`config.mk`:
```
export PLATFORM = sky130hd
export DESIGN_NAME = pt_walker
export DESIGN_NICKNAME = d
export VERILOG_FILES = /design/src/rtl/pt_walker_pkg.sv /design/src/rtl/pt_addr_gen.sv /design/src/rtl/pt_entry_check.sv /design/src/rtl/pt_walk_fsm.sv /design/src/rtl/pt_walker.sv
export SDC_FILE = /design/constraint.sdc
export NUM_CORES = 1
export LEC_CHECK = 0
export BUFFER_PORTS_ARGS = -buffer_cell sky130_fd_sc_hd__clkbuf_2
export CAP_MARGIN = 40
export CORE_MARGIN = 3
export CORE_UTILIZATION = 45
export DETAILED_ROUTE_END_ITERATION = 16
export PLACE_DENSITY = 0.79
export REMOVE_ABC_BUFFERS = 1
export SYNTH_ARGS = -nofsm -noshare
export SYNTH_HDL_FRONTEND = slang
export SYNTH_SLANG_ARGS = --single-unit
export TNS_END_PERCENT = 10
```
`constraint.sdc`:
```
create_clock -name clk_i -period 3.08 [get_ports clk_i]
set_input_delay 0.308 -clock clk_i [delete_from_list [all_inputs] [get_ports clk_i]]
set_output_delay 0.308 -clock clk_i [all_outputs]
set_load 0.01 [all_outputs]
```
`src/rtl/pt_walker_pkg.sv`:
```
package pt_walker_pkg;
  typedef enum logic [1:0] {
    ACC_LOAD  = 2'b00,
    ACC_STORE = 2'b01,
    ACC_FETCH = 2'b10,
    ACC_RSVD  = 2'b11
  } acc_kind_e;

  typedef enum logic [1:0] {
    RGT_NONE = 2'b00,
    RGT_RO   = 2'b01,
    RGT_RW   = 2'b10,
    RGT_EXEC = 2'b11
  } rights_e;

  typedef enum logic [1:0] {
    ST_IDLE = 2'b00,
    ST_WAIT = 2'b01,
    ST_DONE = 2'b10
  } walk_st_e;
endpackage

```
`src/rtl/pt_addr_gen.sv`:
```
module pt_addr_gen #(
  parameter int unsigned VPN_W       = 20,
  parameter int unsigned PA_W        = 32,
  parameter int unsigned ENTRY_BYTES = 4
) (
  input  logic [PA_W-1:0]  base_i,
  input  logic [VPN_W-1:0] vpn_i,
  output logic [PA_W-1:0]  addr_o
);
  localparam int unsigned SHIFT = $clog2(ENTRY_BYTES);

  logic [PA_W-1:0] offset;

  always_comb begin
    offset = PA_W'(vpn_i) << SHIFT;
    addr_o = base_i + offset;
  end
endmodule

```
`src/rtl/pt_entry_check.sv`:
```
module pt_entry_check
  import pt_walker_pkg::*;
#(
  parameter int unsigned PTE_W = 32
) (
  input  logic [PTE_W-1:0] pte_i,
  input  logic [1:0]       kind_i,
  output logic [PTE_W-4:0] ppn_o,
  output logic             page_fault_o,
  output logic             prot_fault_o
);
  localparam int unsigned VALID_BIT = PTE_W - 1;
  localparam int unsigned RGT_LSB   = PTE_W - 3;

  logic    valid;
  rights_e rights;
  logic    allowed;

  always_comb begin
    valid  = pte_i[VALID_BIT];
    rights = rights_e'(pte_i[RGT_LSB +: 2]);
    unique case (acc_kind_e'(kind_i))
      ACC_STORE: allowed = (rights == RGT_RW);
      ACC_FETCH: allowed = (rights == RGT_EXEC);
      default:   allowed = (rights == RGT_RO) || (rights == RGT_RW);
    endcase
    // invalid entry wins over any rights mismatch
    page_fault_o = !valid;
    prot_fault_o = valid && !allowed;
    ppn_o        = (valid && allowed) ? pte_i[PTE_W-4:0] : '0;
  end
endmodule

```
`src/rtl/pt_walk_fsm.sv`:
```
module pt_walk_fsm
  import pt_walker_pkg::*;
#(
  parameter int unsigned PA_W  = 32,
  parameter int unsigned PPN_W = 29
) (
  input  logic             clk_i,
  input  logic             rst_ni,
  input  logic             req_valid_i,
  output logic             req_ready_o,
  input  logic [1:0]       req_kind_i,
  input  logic [PA_W-1:0]  addr_next_i,
  output logic [1:0]       kind_o,
  output logic             mem_req_o,
  output logic [PA_W-1:0]  mem_addr_o,
  input  logic             mem_rvalid_i,
  input  logic [PPN_W-1:0] chk_ppn_i,
  input  logic             chk_pf_i,
  input  logic             chk_pv_i,
  output logic             done_o,
  output logic [PPN_W-1:0] ppn_o,
  output logic             page_fault_o,
  output logic             prot_fault_o
);
  walk_st_e         st_q;
  logic [PA_W-1:0]  addr_q;
  logic [1:0]       kind_q;
  logic             done_q, pf_q, pv_q;
  logic [PPN_W-1:0] ppn_q;

  always_ff @(posedge clk_i or negedge rst_ni) begin
    if (!rst_ni) begin
      st_q   <= ST_IDLE;
      addr_q <= '0;
      kind_q <= ACC_LOAD;
      done_q <= 1'b0;
      ppn_q  <= '0;
      pf_q   <= 1'b0;
      pv_q   <= 1'b0;
    end else begin
      done_q <= 1'b0;
      ppn_q  <= '0;
      pf_q   <= 1'b0;
      pv_q   <= 1'b0;
      unique case (st_q)
        ST_IDLE: if (req_valid_i) begin
          st_q   <= ST_WAIT;
          addr_q <= addr_next_i;
          kind_q <= req_kind_i;
        end
        ST_WAIT: if (mem_rvalid_i) begin
          st_q   <= ST_DONE;
          done_q <= 1'b1;
          ppn_q  <= chk_ppn_i;
          pf_q   <= chk_pf_i;
          pv_q   <= chk_pv_i;
        end
        default: st_q <= ST_IDLE;
      endcase
    end
  end

  assign req_ready_o  = (st_q == ST_IDLE);
  assign mem_req_o    = (st_q == ST_WAIT);
  assign mem_addr_o   = addr_q;
  assign kind_o       = kind_q;
  assign done_o       = done_q;
  assign ppn_o        = ppn_q;
  assign page_fault_o = pf_q;
  assign prot_fault_o = pv_q;

  p_busy_not_ready_r3: assert property (@(posedge clk_i) disable iff (!rst_ni)
    mem_req_o |-> !req_ready_o);
  p_hold_addr_r4: assert property (@(posedge clk_i) disable iff (!rst_ni)
    (mem_req_o && !mem_rvalid_i) |=> (mem_req_o && $stable(mem_addr_o)));
  p_single_done_r5: assert property (@(posedge clk_i) disable iff (!rst_ni)
    done_o |=> !done_o);
  p_done_follows_rsp_r5: assert property (@(posedge clk_i) disable iff (!rst_ni)
    done_o |-> $past(mem_req_o && mem_rvalid_i));
  p_ready_after_done_r5: assert property (@(posedge clk_i) disable iff (!rst_ni)
    done_o |=> req_ready_o);
  p_pf_no_ppn_r7: assert property (@(posedge clk_i) disable iff (!rst_ni)
    page_fault_o |-> (!prot_fault_o && ppn_o == '0));
  p_pv_no_ppn_r8: assert property (@(posedge clk_i) disable iff (!rst_ni)
    prot_fault_o |-> (ppn_o == '0));
  p_idle_rsp_ignored_r9: assert property (@(posedge clk_i) disable iff (!rst_ni)
    (req_ready_o && !req_valid_i && mem_rvalid_i) |=> (!done_o && req_ready_o));
  p_quiet_outputs_r10: assert property (@(posedge clk_i) disable iff (!rst_ni)
    !done_o |-> (!page_fault_o && !prot_fault_o && ppn_o == '0));
endmodule

```
`src/rtl/pt_walker.sv`:
```
module pt_walker
  import pt_walker_pkg::*;
#(
  parameter int unsigned VA_W        = 32,
  parameter int unsigned PAGE_W      = 12,
  parameter int unsigned PA_W        = 32,
  parameter int unsigned PTE_W       = 32,
  parameter int unsigned ENTRY_BYTES = 4
) (
  input  logic                    clk_i,
  input  logic                    rst_ni,
  input  logic                    base_we_i,
  input  logic [PA_W-1:0]         base_i,
  input  logic                    req_valid_i,
  output logic                    req_ready_o,
  input  logic [VA_W-PAGE_W-1:0]  req_vpn_i,
  input  logic [1:0]              req_kind_i,
  output logic                    mem_req_o,
  output logic [PA_W-1:0]         mem_addr_o,
  input  logic                    mem_rvalid_i,
  input  logic [PTE_W-1:0]        mem_rdata_i,
  output logic                    done_o,
  output logic [PTE_W-4:0]        ppn_o,
  output logic                    page_fault_o,
  output logic                    prot_fault_o
);
  localparam int unsigned VPN_W = VA_W - PAGE_W;
  localparam int unsigned PPN_W = PTE_W - 3;
  localparam int unsigned SHIFT = $clog2(ENTRY_BYTES);

  logic [PA_W-1:0]  base_q;
  logic [PA_W-1:0]  addr_next;
  logic [1:0]       kind_q;
  logic [PPN_W-1:0] chk_ppn;
  logic             chk_pf, chk_pv;

  always_ff @(posedge clk_i or negedge rst_ni) begin
    if (!rst_ni)        base_q <= '0;
    else if (base_we_i) base_q <= base_i;
  end

  pt_addr_gen #(
    .VPN_W(VPN_W), .PA_W(PA_W), .ENTRY_BYTES(ENTRY_BYTES)
  ) i_addr_gen (
    .base_i(base_q), .vpn_i(req_vpn_i), .addr_o(addr_next)
  );

  pt_entry_check #(.PTE_W(PTE_W)) i_entry_check (
    .pte_i(mem_rdata_i), .kind_i(kind_q),
    .ppn_o(chk_ppn), .page_fault_o(chk_pf), .prot_fault_o(chk_pv)
  );

  pt_walk_fsm #(.PA_W(PA_W), .PPN_W(PPN_W)) i_walk_fsm (
    .clk_i, .rst_ni,
    .req_valid_i, .req_ready_o, .req_kind_i,
    .addr_next_i(addr_next), .kind_o(kind_q),
    .mem_req_o, .mem_addr_o, .mem_rvalid_i,
    .chk_ppn_i(chk_ppn), .chk_pf_i(chk_pf), .chk_pv_i(chk_pv),
    .done_o, .ppn_o, .page_fault_o, .prot_fault_o
  );

  p_addr_form_r2: assert property (@(posedge clk_i) disable iff (!rst_ni)
    $rose(mem_req_o) |->
      (mem_addr_o == $past(base_q) + (PA_W'($past(req_vpn_i)) << SHIFT)));
  p_no_early_done_r3: assert property (@(posedge clk_i) disable iff (!rst_ni)
    (req_valid_i && !req_ready_o && !mem_rvalid_i) |=> !done_o);
endmodule

```
# Word level (Yosys, flattened, before mapping)
# Cells that the tools add are included.
[totals]
reg_bits = 100
out_inout_bits = 66
elab_cells = 38
[op_classes]
addsub = 1
n_eq_ne = 8
mux = 13
reduce_logical = 8
[ops]
columns = ["operator", "count"]
rows = [
  ["$mux 29", 3],
  ["$add 32x22->32", 1],
  ["$eq 2x1->1 const B", 3],
  ["$eq 2x2->1 const B", 3],
  ["$mux 1", 6],
  ["$mux 2", 2],
  ["$pmux 2 s2", 1],
  ["$reduce_and 2->1", 2],
  ["$logic_and 1x1->1", 2],
  ["$logic_not 1->1", 2],
  ["$logic_not 2->1", 1],
  ["$ne 2x1->1 const B", 1],
  ["$ne 2x2->1 const B", 1],
  ["$pmux 1 s2", 1],
  ["$logic_or 1x1->1", 1],
]

# Longest topological paths before layout
# Gate-level depths: netlist of run 1.
[logic_depth]
word_depth = 7
mapped_depth = 11

# Hierarchy
# A second synthesis of run 1 with hierarchy kept.
[hier_totals]
hier_cells = 433
hier_area_um2 = 5408.9
[modules_own_cells]
columns = ["mod", "n_inst", "cells_per_inst", "area_per_inst_um2", "seq_area_each_um2"]
rows = [
  ["pt_walk_fsm", 1, 147, 2388.5, 1701.6],
  ["pt_walker", 1, 68, 1345.0, 800.8],
  ["pt_addr_gen", 1, 171, 1256.2, 0.0],
  ["pt_entry_check", 1, 47, 419.2, 0.0],
]

# Worst setup path after synthesis of run 1
# No wires, ideal clock.
[synth_timing]
kind = "register -> register"
from = "register base_q[2]"
to = "register i_walk_fsm.addr_q[30], in the netlist i_walk_fsm.mem_addr_o[30]"
setup_time_ps = 130
arrival_time_ps = 2201
required_time_ps = 2950
slack_ps = 749
path_stages_with_launch = 12
synth_period_minus_slack_ps = 2331
cell_sequence = "dfrtp_1 > ha_1 > inv_1 > fa_1 > nor2b_1 > o31ai_2 > a2111oi_4 > a211oi_2 > o31ai_4 > nand3_1 > xor2_1 > o21ai_1"
[synth_between]
elab_chain_cells = 1
[synth_lines]
columns = ["item", "line_no", "rtl"]
rows = [
  ["start: declaration", "pt_walker.sv:31", "logic [PA_W-1:0] base_q;"],
  ["start signal: assignment", "pt_walker.sv:39", "else if (base_we_i) base_q <= base_i;"],
  ["$add 32x22->32", "pt_addr_gen.sv:16", "addr_o = base_i + offset;"],
  ["end signal: assignment", "pt_walk_fsm.sv:48", "addr_q <= addr_next_i;"],
  ["end: declaration", "pt_walk_fsm.sv:26", "logic [PA_W-1:0] addr_q;"],
]
# No other way between the ends.
# A chain may end at the register's enable or synchronous reset.

# Final worst setup path of run 1
[layout_timing]
from = "register base_q[2]"
to = "register i_walk_fsm.addr_q[26], in the netlist i_walk_fsm.mem_addr_o[26]"
# The elaborated chain is that of the path after synthesis.

==> impl_metrics.json, run 1 <==
{
  "hpwl_um": 8350,
  "ys_ff_latch": 100,
  "fmax_mhz": 368,
  "synthDistinctLibCells": 42,
  "crit_chain": "ha_1, inv_1, fa_1, nor2b_1, o31ai_2, a2111oi_4, a211oi_2, o31ai_4, nand3_1, xor2_1, o21ai_1",
  "setup_violations": 0,
  "fp.dieArea_mm2": 0.0119,
  "post_cts_buffers": 0,
  "cts_max_level": 3,
  "critPathTopFamily": "compound AO/OA/AOI/OAI gates",
  "tritoncts": "built",
  "cp-end-kind": "flip-flop",
  "cts_max_path_buffers": 2,
  "cts.sinks": 100,
  "multi_input_area_mm2": 0.00216,
  "port_buffers": 156,
  "grt_pass1_wl_um": 17500,
  "syn_inst": 426,
  "intPower_mw": 2.44,
  "via_per_inst": 5.02,
  "cts_buffers": 9,
  "worstRegToRegCells": 11,
  "via_count": 3583,
  "hp-start": "mem_rdata_i[31]",
  "grt_pass1_vias": 3731,
  "status": "finished, final reports clean",
  "finalNetCount": 692,
  "timing.rr.start": "base_q[2]",
  "finalMaxSlewViolations": 0,
  "finalClockSkew_ns": 0.0123,
  "hold_viol_final": 0,
  "antenna_found_initial": 0,
  "wl_per_cell_um": 14.8,
  "path_clk_slew_ns": 0.10,
  "fillers": 860,
  "layout_common_cells": "clkbuf_2, dfrtp_1, nand2_1",
  "synth-seq-area-share": 0.524,
  "peakVddDrop_mv": 0.515,
  "core_mm2": 0.0100,
  "final_common_cell": "clkbuf_2",
  "yosys_warnings": 0,
  "regToRegSetupSlack_ns": 0.36,
  "place_ws_ns": 0.371,
  "min_path_cells": 2,
  "finalWirelength_um": 10600,
  "syn_area_per_cell_um2": 11.2,
  "r2r-end": "i_walk_fsm.mem_addr_o[26]",
  "cts-root-buf": "clkbuf_8",
  "rows": 36,
  "die_w_um": 109,
  "area_growth_pct": 23.6,
  "critPathKind": "reg -> reg",
  "antenna_cells": 0,
  "placed_cells": 697,
  "fin_crit_sh": 0.883,
  "antenna_left": 0,
  "ff_latch_area_mm2": 0.00250,
  "drive_above_1_share": 0.380,
  "drt_iter0_markers": 96,
  "grt_setup_unrepaired": "no",
  "cap_violations": 0,
  "slew_headroom": 0.543,
  "cp_slowest_cell": "fa_1",
  "ios": 157,
  "grt_max_degree": 51,
  "crit_arrival_ns": 3.02,
  "die_y_um": 109,
  "pwr-share-seq": 0.470,
  "min_path_type": "in -> reg",
  "start_util": 0.476,
  "finalSetupTns_ns": 0,
  "gp_congestion": 0.839,
  "power_switching_mw": 1.31,
  "grt.overflow.total": 0,
  "post_cts_resized": 0,
  "slowest_delay_ns": 0.41,
  "grt_usage": 0.190,
  "tightest_slew_ns": 0.683,
  "leakagePower_nw": 3.01,
  "p_clk_frac": 0.215,
  "clk_latency_ns": 0.38,
  "min_period_ns": 2.72,
  "critical_path_buf_inv_count": 1,
  "worst_slack_ns": 0.362,
  "worstPathRequired_ns": 3.38,
  "startpoint_type": "flip-flop",
  "p_sw_frac": 0.350,
  "synth_area_mm2": 0.00478,
  "pwr-share-comb": 0.315,
  "hold_end": "i_walk_fsm.page_fault_o",
  "worst-path-max-fanout": 5,
  "drcViolationCount": 0,
  "p_per_area_mw_per_mm2": 636,
  "layoutNonFillerInstCount": 714,
  "dr.pass1.iters": 4
}
## power groups by stage
stage | logic [mW] | clock network, mW | registers, mW
final | 1.18 | 0.807 | 1.76
after global routing | 1.34 | 0.886 | 1.81
after floorplan | 0.594 | 0 | 1.87
after global placement | 1.16 | 0 | 1.77
after detailed placement | 1.20 | 0 | 1.79
after CTS | 1.21 | 0.831 | 1.77
## registers in the layout (all words and copies together), names as in the netlist
name,flops
i_walk_fsm.mem_addr_o,32
i_walk_fsm.page_fault_o,1
base_q,32
i_walk_fsm.kind_o,2
i_walk_fsm.st_q,2
i_walk_fsm.prot_fault_o,1
i_walk_fsm.ppn_o,29
i_walk_fsm.done_o,1
## Yosys cell counts
cell,n,area share
ha_1,24,0.063
inv_1,8,0.0063
buf_2,1,0.0010
and3_1,4,0.0052
nand3_1,10,0.010
fa_1,1,0.0042
o31ai_2,1,0.0026
o2111ai_1,2,0.0037
a2111oi_4,2,0.012
o21a_1,2,0.0031
nand2_1,45,0.035
nand2b_1,2,0.0026
o211a_1,1,0.0021
dfrtp_1,100,0.52
clkbuf_2,1,0.0010
a21o_1,10,0.016
nand4b_1,1,0.0018
o31ai_4,1,0.0045
xnor2_1,9,0.016
nor2_1,9,0.0071
a221oi_1,2,0.0037
o21ai_1,7,0.0073
mux2i_1,1,0.0021
nand4_1,4,0.0052
a21o_2,1,0.0018
or4_1,1,0.0016
nor3b_1,1,0.0016
o211ai_2,1,0.0026
o21ai_0,36,0.038
mux2_2,36,0.085
and2_1,32,0.042
or3_1,1,0.0013
o21bai_1,1,0.0016
buf_1,1,0.00078
a21oi_1,20,0.021
a211oi_2,1,0.0026
nor2b_1,6,0.0079
a21oi_2,1,0.0018
nor3_1,1,0.0010
a21boi_2,1,0.0024
xor2_1,18,0.033
clkbuf_1,19,0.015
## worst reg2reg max path: cells and delay by family, from the launching register on
family	cells	cell delay (ns)
AOI/OAI and AO/OA	5	1.11
xor gates and xnor gates	1	0.16
adders and majority gates	2	0.58
DFF	1	0.37
buffers and inverters	1	0.06
and+or+nand+nor	2	0.38
## cells by family after synthesis
group	synth area share
compound gates	0.126
xor+xnor	0.0495
fa+ha+maj	0.0670
buf+inv	0.0241
flops	0.524
mux	0.0869
simple gates	0.123
## how the worst max path moves through the flow
stage	start	end	cells past startpoint
floorplan	base_q[2]	i_walk_fsm.mem_addr_o[30]	11
global placement	req_vpn_i[0]	i_walk_fsm.mem_addr_o[24]	12
detailed placement	req_vpn_i[0]	i_walk_fsm.mem_addr_o[26]	12
CTS	base_q[2]	i_walk_fsm.mem_addr_o[26]	11
global route	base_q[2]	i_walk_fsm.mem_addr_o[24]	11
finish	base_q[2]	i_walk_fsm.mem_addr_o[26]	11
## metal layers
metal	global-route usage	vias to the layer above	share of wire
li1	-	1761	-
met1	0.202	1677	0.38
met2	0.332	136	0.50
met3	0.104	9	0.11
met4	0.0379	0	0.0091
met5	0	-	0
## repair_timing
action,in CTS,in global routing
setup endpoints to repair,0,0
hold endpoints to repair,35,0
hold buffers,1,0
## metrics by stage
step                cell area (um2)  hold WS (ns)  power (mW)  utilization
floorplan                      4690        0.0124        2.47            -
global placement               5660         0.465        2.94        0.564
detailed placement             5710         0.306        3.00        0.568
CTS                            5910        0.0835        3.81        0.588
global route                   5910        0.0924        4.04        0.588
finish                         5910         0.105        3.76        0.588
## final cells by class
cell class	count	area share
multi-input combinational	296	0.366
tap	133	0.0282
timing repair buffer	161	0.145
clock inverter	6	0.0102
sequential	100	0.424
inverter	8	0.00508
clock buffer	10	0.0216
Power figures use the tool's default switching activity.
==> run 2, diff against run 1 <==
==> constraint.sdc (replaced) <==
create_clock -name clk_i -period 3.45 [get_ports clk_i]
set_input_delay 0.345 -clock clk_i [delete_from_list [all_inputs] [get_ports clk_i]]
set_output_delay 0.345 -clock clk_i [all_outputs]
set_load 0.01 [all_outputs]
==> run 2 against run 1 <==
Final cell count shrank 0.28%. Sequential share of layout area shrank 0.28 points. First-iteration DRC count grew 14%. Clock skew shrank 0.0018 ns. Combinational power shrank 11%. Hold slack gained 0.065 ns. Die area is the same. Clock power grew 5.3%. Critical path depth is the same. Register-to-register slack gained 0.44 ns.
==> impl_metrics.json, run 2 (same netlist as run 1, synthesis figures left out) <==
{
  "grt_usage": 0.188,
  "layout_common_cells": "clkbuf_2, dfrtp_1, nand2_1",
  "leakagePower_nw": 3.03,
  "worst-path-max-fanout": 5,
  "die_w_um": 109,
  "peakVddDrop_mv": 0.306,
  "die_y_um": 109,
  "ios": 157,
  "fin_crit_sh": 0.768,
  "status": "finished, final reports clean",
  "finalSetupTns_ns": 0,
  "worstPathRequired_ns": 3.67,
  "grt_max_degree": 51,
  "cts_max_level": 3,
  "antenna_found_initial": 0,
  "hp-start": "mem_rdata_i[31]",
  "wl_per_cell_um": 14.8,
  "tritoncts": "built",
  "tightest_slew_ns": 0.696,
  "cts-root-buf": "clkbuf_8",
  "pwr-share-seq": 0.452,
  "finalClockSkew_ns": 0.0104,
  "regToRegSetupSlack_ns": 0.80,
  "post_cts_buffers": 0,
  "p_per_area_mw_per_mm2": 585,
  "grt_pass1_vias": 3751,
  "startpoint_type": "flip-flop",
  "crit_arrival_ns": 2.87,
  "pwr-share-comb": 0.303,
  "finalNetCount": 692,
  "grt_pass1_wl_um": 17400,
  "r2r-end": "i_walk_fsm.mem_addr_o[28]",
  "via_count": 3569,
  "port_buffers": 156,
  "antenna_cells": 0,
  "grt.overflow.total": 0,
  "timing.rr.start": "base_q[2]",
  "drcViolationCount": 0,
  "p_sw_frac": 0.320,
  "grt_setup_unrepaired": "no",
  "power_switching_mw": 1.11,
  "path_clk_slew_ns": 0.08,
  "cts_buffers": 9,
  "hold_viol_final": 0,
  "drt_iter0_markers": 109,
  "via_per_inst": 5.01,
  "cts_hold_buf": 1,
  "p_clk_frac": 0.244,
  "fp.dieArea_mm2": 0.0119,
  "cap_violations": 0,
  "drive_above_1_share": 0.380,
  "finalMaxSlewViolations": 0,
  "intPower_mw": 2.37,
  "finalWirelength_um": 10500,
  "min_period_ns": 2.65,
  "area_growth_pct": 24.4,
  "cts_max_path_buffers": 2,
  "antenna_left": 0,
  "post_cts_resized": 0,
  "rows": 36,
  "dr.pass1.iters": 4,
  "worstRegToRegCells": 11,
  "worstSetupEndpoint": "i_walk_fsm.mem_addr_o[28]",
  "cts.sinks": 100,
  "setup_violations": 0,
  "start_util": 0.476,
  "critPathLaunch": "base_q[2]",
  "gp_congestion": 0.833,
  "critPathKind": "reg -> reg",
  "core_mm2": 0.0100,
  "fmax_mhz": 377,
  "final_common_cell": "clkbuf_2",
  "clk_latency_ns": 0.36,
  "min_path_type": "in -> reg",
  "power_mw": 3.48,
  "hpwl_um": 8350,
  "slew_headroom": 0.536,
  "cp-end-kind": "flip-flop"
}
-- run 2: cell types whose count changed in the layout (fill, tap and decap cells not counted) --
cell,previous run,this run
bufinv_16,0,3
inv_6,3,0
inv_8,3,0
clkbuf_1,1,0
clkinv_2,0,1
clkinvlp_4,0,1
-- run 2: worst min-delay path by stage --
stage	end	slack [ns]	depth (start not counted)
2_1_floorplan	base_q[0]	0.05	0
3_3_place_gp	i_walk_fsm.mem_addr_o[13]	0.46	2
3_5_place_dp	i_walk_fsm.ppn_o[21]	0.32	1
4_1_cts	i_walk_fsm.page_fault_o	0.14	2
5_1_grt	i_walk_fsm.page_fault_o	0.16	2
6_report	i_walk_fsm.page_fault_o	0.17	2
-- run 2: area by class of cell --
class	instances	area, um2
fill	852	4100
sequential	100	2500
multi-input combinational	296	2160
timing repair buffer	161	856
tap	133	166
clock buffer	9	124
clock inverter	5	103
inverter	8	30.0
-- run 2: critical path: stages, from the launching register on --
cell       delay, ns
dfrtp_1         0.37
ha_1            0.17
inv_1           0.06
fa_1            0.41
nor2b_1         0.20
o31ai_2         0.13
a2111oi_4       0.33
a211oi_2        0.13
o31ai_4         0.36
nand3_1         0.15
xor2_1          0.16
o21ai_1         0.07
-- run 2: power by group through the flow --
| stage | Sequential, mW | Clock, mW | Combinational [mW] |
|---|---|---|---|
| detailed placement | 1.60 | 0 | 1.07 |
| global placement | 1.59 | 0 | 1.04 |
| global route | 1.61 | 0.931 | 1.19 |
| finish | 1.57 | 0.850 | 1.05 |
| CTS | 1.58 | 0.876 | 1.07 |
| floorplan | 1.67 | 0 | 0.531 |
-- run 2: routing by layer --
| layer | GRT usage | wire [um] | vias up |
|---|---|---|---|
| li1 | - | - | 1763 |
| met1 | 0.218 | 4230 | 1673 |
| met2 | 0.322 | 5170 | 121 |
| met3 | 0.0669 | 969 | 12 |
| met4 | 0.0649 | 150 | 0 |
| met5 | 0 | 0 | - |
-- run 2: stage by stage --
| stage | instance area (um2) | utilization | hold WS (ns) | setup slack [ns] | std cells |
|---|---|---|---|---|---|
| 6_report | 5940 | 0.592 | 0.171 | 0.800 | 712 |
| 5_1_grt | 5940 | 0.592 | 0.156 | 0.581 | 712 |
| 3_3_place_gp | 5660 | 0.564 | 0.464 | 0.785 | 695 |
| 3_5_place_dp | 5710 | 0.568 | 0.319 | 0.758 | 697 |
| 4_1_cts | 5940 | 0.592 | 0.143 | 0.778 | 712 |
| 2_1_floorplan | 4690 | - | 0.0494 | 1.06 | 404 |
==> run 3, diff against run 2 <==
==> constraint.sdc (replaced) <==
create_clock -name clk_i -period 2.55 [get_ports clk_i]
set_input_delay 0.255 -clock clk_i [delete_from_list [all_inputs] [get_ports clk_i]]
set_output_delay 0.255 -clock clk_i [all_outputs]
set_load 0.01 [all_outputs]
==> run 3 against run 2 <==
Combinational power up 40%. Non-clock buffer count up 3. Total power grew 31%. Count of clock-buffer cells in the layout rose by 1. Sequential power rose by 36%. Hold slack got worse by 0.13 ns. Die area stayed put. Sequential share of layout area down 0.062 points. Sequential cell count did not move. Wire length rose by 1.3%. Fmax is 7.9% higher. Critical path type unchanged.
==> impl_metrics.json, run 3 (same netlist as run 1, synthesis figures left out) <==
{
  "status": "finished, final reports clean",
  "cp_slowest_cell": "dfrtp_1",
  "finalWirelength_um": 10700,
  "hold_viol_final": 0,
  "cts_buffers": 9,
  "regToRegSetupSlack_ns": 0.09,
  "layout_common_cells": "clkbuf_2, dfrtp_1, nand2_1",
  "cts_max_level": 3,
  "die_w_um": 109,
  "fmax_mhz": 407,
  "cts.sinks": 100,
  "finalNetCount": 695,
  "setup_violations": 0,
  "drcViolationCount": 0,
  "min_path_type": "in -> reg",
  "antenna_left": 0,
  "critPathMostFrequentCell": "o31ai_4",
  "startpoint_type": "flip-flop",
  "finalClockSkew_ns": 0.0156,
  "rows": 36,
  "grt_usage": 0.192,
  "finish.utilization": 0.593,
  "drt_iter0_markers": 133,
  "tritoncts": "built",
  "start_util": 0.476,
  "cp-end-kind": "flip-flop",
  "cts_max_path_buffers": 2,
  "slew_headroom": 0.546,
  "leakagePower_nw": 3.02,
  "antenna_cells": 0,
  "worstPathRequired_ns": 2.86,
  "via_per_inst": 5.03,
  "finalMaxSlewViolations": 0,
  "clk_latency_ns": 0.38,
  "min_period_ns": 2.46,
  "ios": 157,
  "dr.pass1.iters": 4,
  "grt.overflow.total": 0,
  "crit_arrival_ns": 2.77,
  "fin_crit_sh": 0.963,
  "grt_pass1_wl_um": 17600,
  "critPathKind": "reg -> reg",
  "port_buffers": 156,
  "worst-path-max-fanout": 5,
  "antenna_found_initial": 0,
  "grt_max_degree": 54,
  "core_mm2": 0.0100,
  "hpwl_um": 8450,
  "drive_above_1_share": 0.392,
  "cts-root-buf": "clkbuf_8",
  "fillers": 846,
  "grt_setup_unrepaired": "yes",
  "cap_violations": 0,
  "tightest_slew_ns": 0.680,
  "grt_pass1_vias": 3773,
  "slowest_delay_ns": 0.37,
  "wl_per_cell_um": 14.9,
  "fp.dieArea_mm2": 0.0119,
  "gp_congestion": 0.837,
  "p_per_area_mw_per_mm2": 763,
  "stdcell_area_mm2": 0.00595,
  "crit_chain": "ha_2, inv_2, fa_2, nor2b_4, o31ai_4, a2111oi_4, a211oi_2, o31ai_4, nand3_1, xor2_1, o21ai_1",
  "area_growth_pct": 24.6,
  "die_y_um": 109,
  "dpl_cell_area_mm2": 0.00574,
  "final_common_cell": "clkbuf_2",
  "via_count": 3604,
  "path_clk_slew_ns": 0.10,
  "peakVddDrop_mv": 0.544
}
## run 3: cell types whose count changed in the layout (fill, tap and decap cells not counted), moves of 2 or more
cell and delta:
buf_12 +2, buf_4 +2, bufinv_16 -3, inv_6 +3
o21ai_0 -2, o21ai_1 +2
## run 3: area by class of cell
cell class	instances	area (um2)	area share
Clock buffer	10	128	0.0214
Clock inverter	6	53.8	0.00904
Inverter	8	30.0	0.00504
Multi-Input combinational cell	296	2190	0.368
Sequential cell	100	2500	0.420
Tap cell	133	166	0.0280
Timing Repair Buffer	164	883	0.148
## run 3: per-layer routing
layer,global-route usage,share of wire
met5,0,0
met4,0.0586,0.017
met3,0.0853,0.094
met2,0.322,0.49
met1,0.221,0.40
## run 3: report_power, final
group          total [mW]  internal [mW]  switching [mW]
clock               0.946          0.374           0.572
sequential           2.13           1.93           0.199
combinational        1.47          0.656           0.813
total                4.54           2.96            1.58
## run 3: through the flow
stage | setup TNS, ns | std cells | setup WS, ns | hold slack [ns] | power [mW]
2_1_floorplan | 0 | 404 | 0.175 | -0.0406 | 2.98
3_3_place_gp | 0 | 699 | 0.0307 | 0.290 | 3.58
3_5_place_dp | -0.0122 | 700 | -0.00748 | 0.306 | 3.65
4_1_cts | 0 | 717 | 0.00227 | 0.00621 | 4.62
5_1_grt | -0.182 | 717 | -0.0349 | 0.0210 | 4.88
6_report | 0 | 717 | 0.0941 | 0.0384 | 4.54
## run 3: path summary, 6_finish.rpt
kind | startpoint | to | cells past startpoint
worst min-delay path | mem_rdata_i[31] | i_walk_fsm.page_fault_o | 2
min in group asynchronous | rst_ni | i_walk_fsm.ppn_o[24] | 2
worst max register to register | base_q[2] | i_walk_fsm.mem_addr_o[28] | 11
worst min register to register | i_walk_fsm.mem_addr_o[7] | i_walk_fsm.mem_addr_o[7] | 2
max in group asynchronous | rst_ni | i_walk_fsm.mem_addr_o[7] | 3
worst max-delay path | base_q[2] | i_walk_fsm.mem_addr_o[28] | 11
## run 3: timing repair
| item | 4_1_cts | 5_1_grt |
|---|---|---|
| setup endpoints to repair | 6 | 12 |
| pin swaps | 1 | 6 |
| hold buffers | 1 | 0 |
| endpoints found under the hold margin | 47 | 0 |
| buffers inserted | 0 | 0 |
| gates resized for setup | 2 | 7 |
## run 3: worst max-delay path, delay by kind of cell (launching register included)
family	cells	cell delay [ns]
AOI/OAI and AO/OA	5	0.97
xor gates and xnor gates	1	0.16
adders and majority gates	2	0.56
buffers and inverters	1	0.04
DFF	1	0.37
and+or+nand+nor	2	0.30
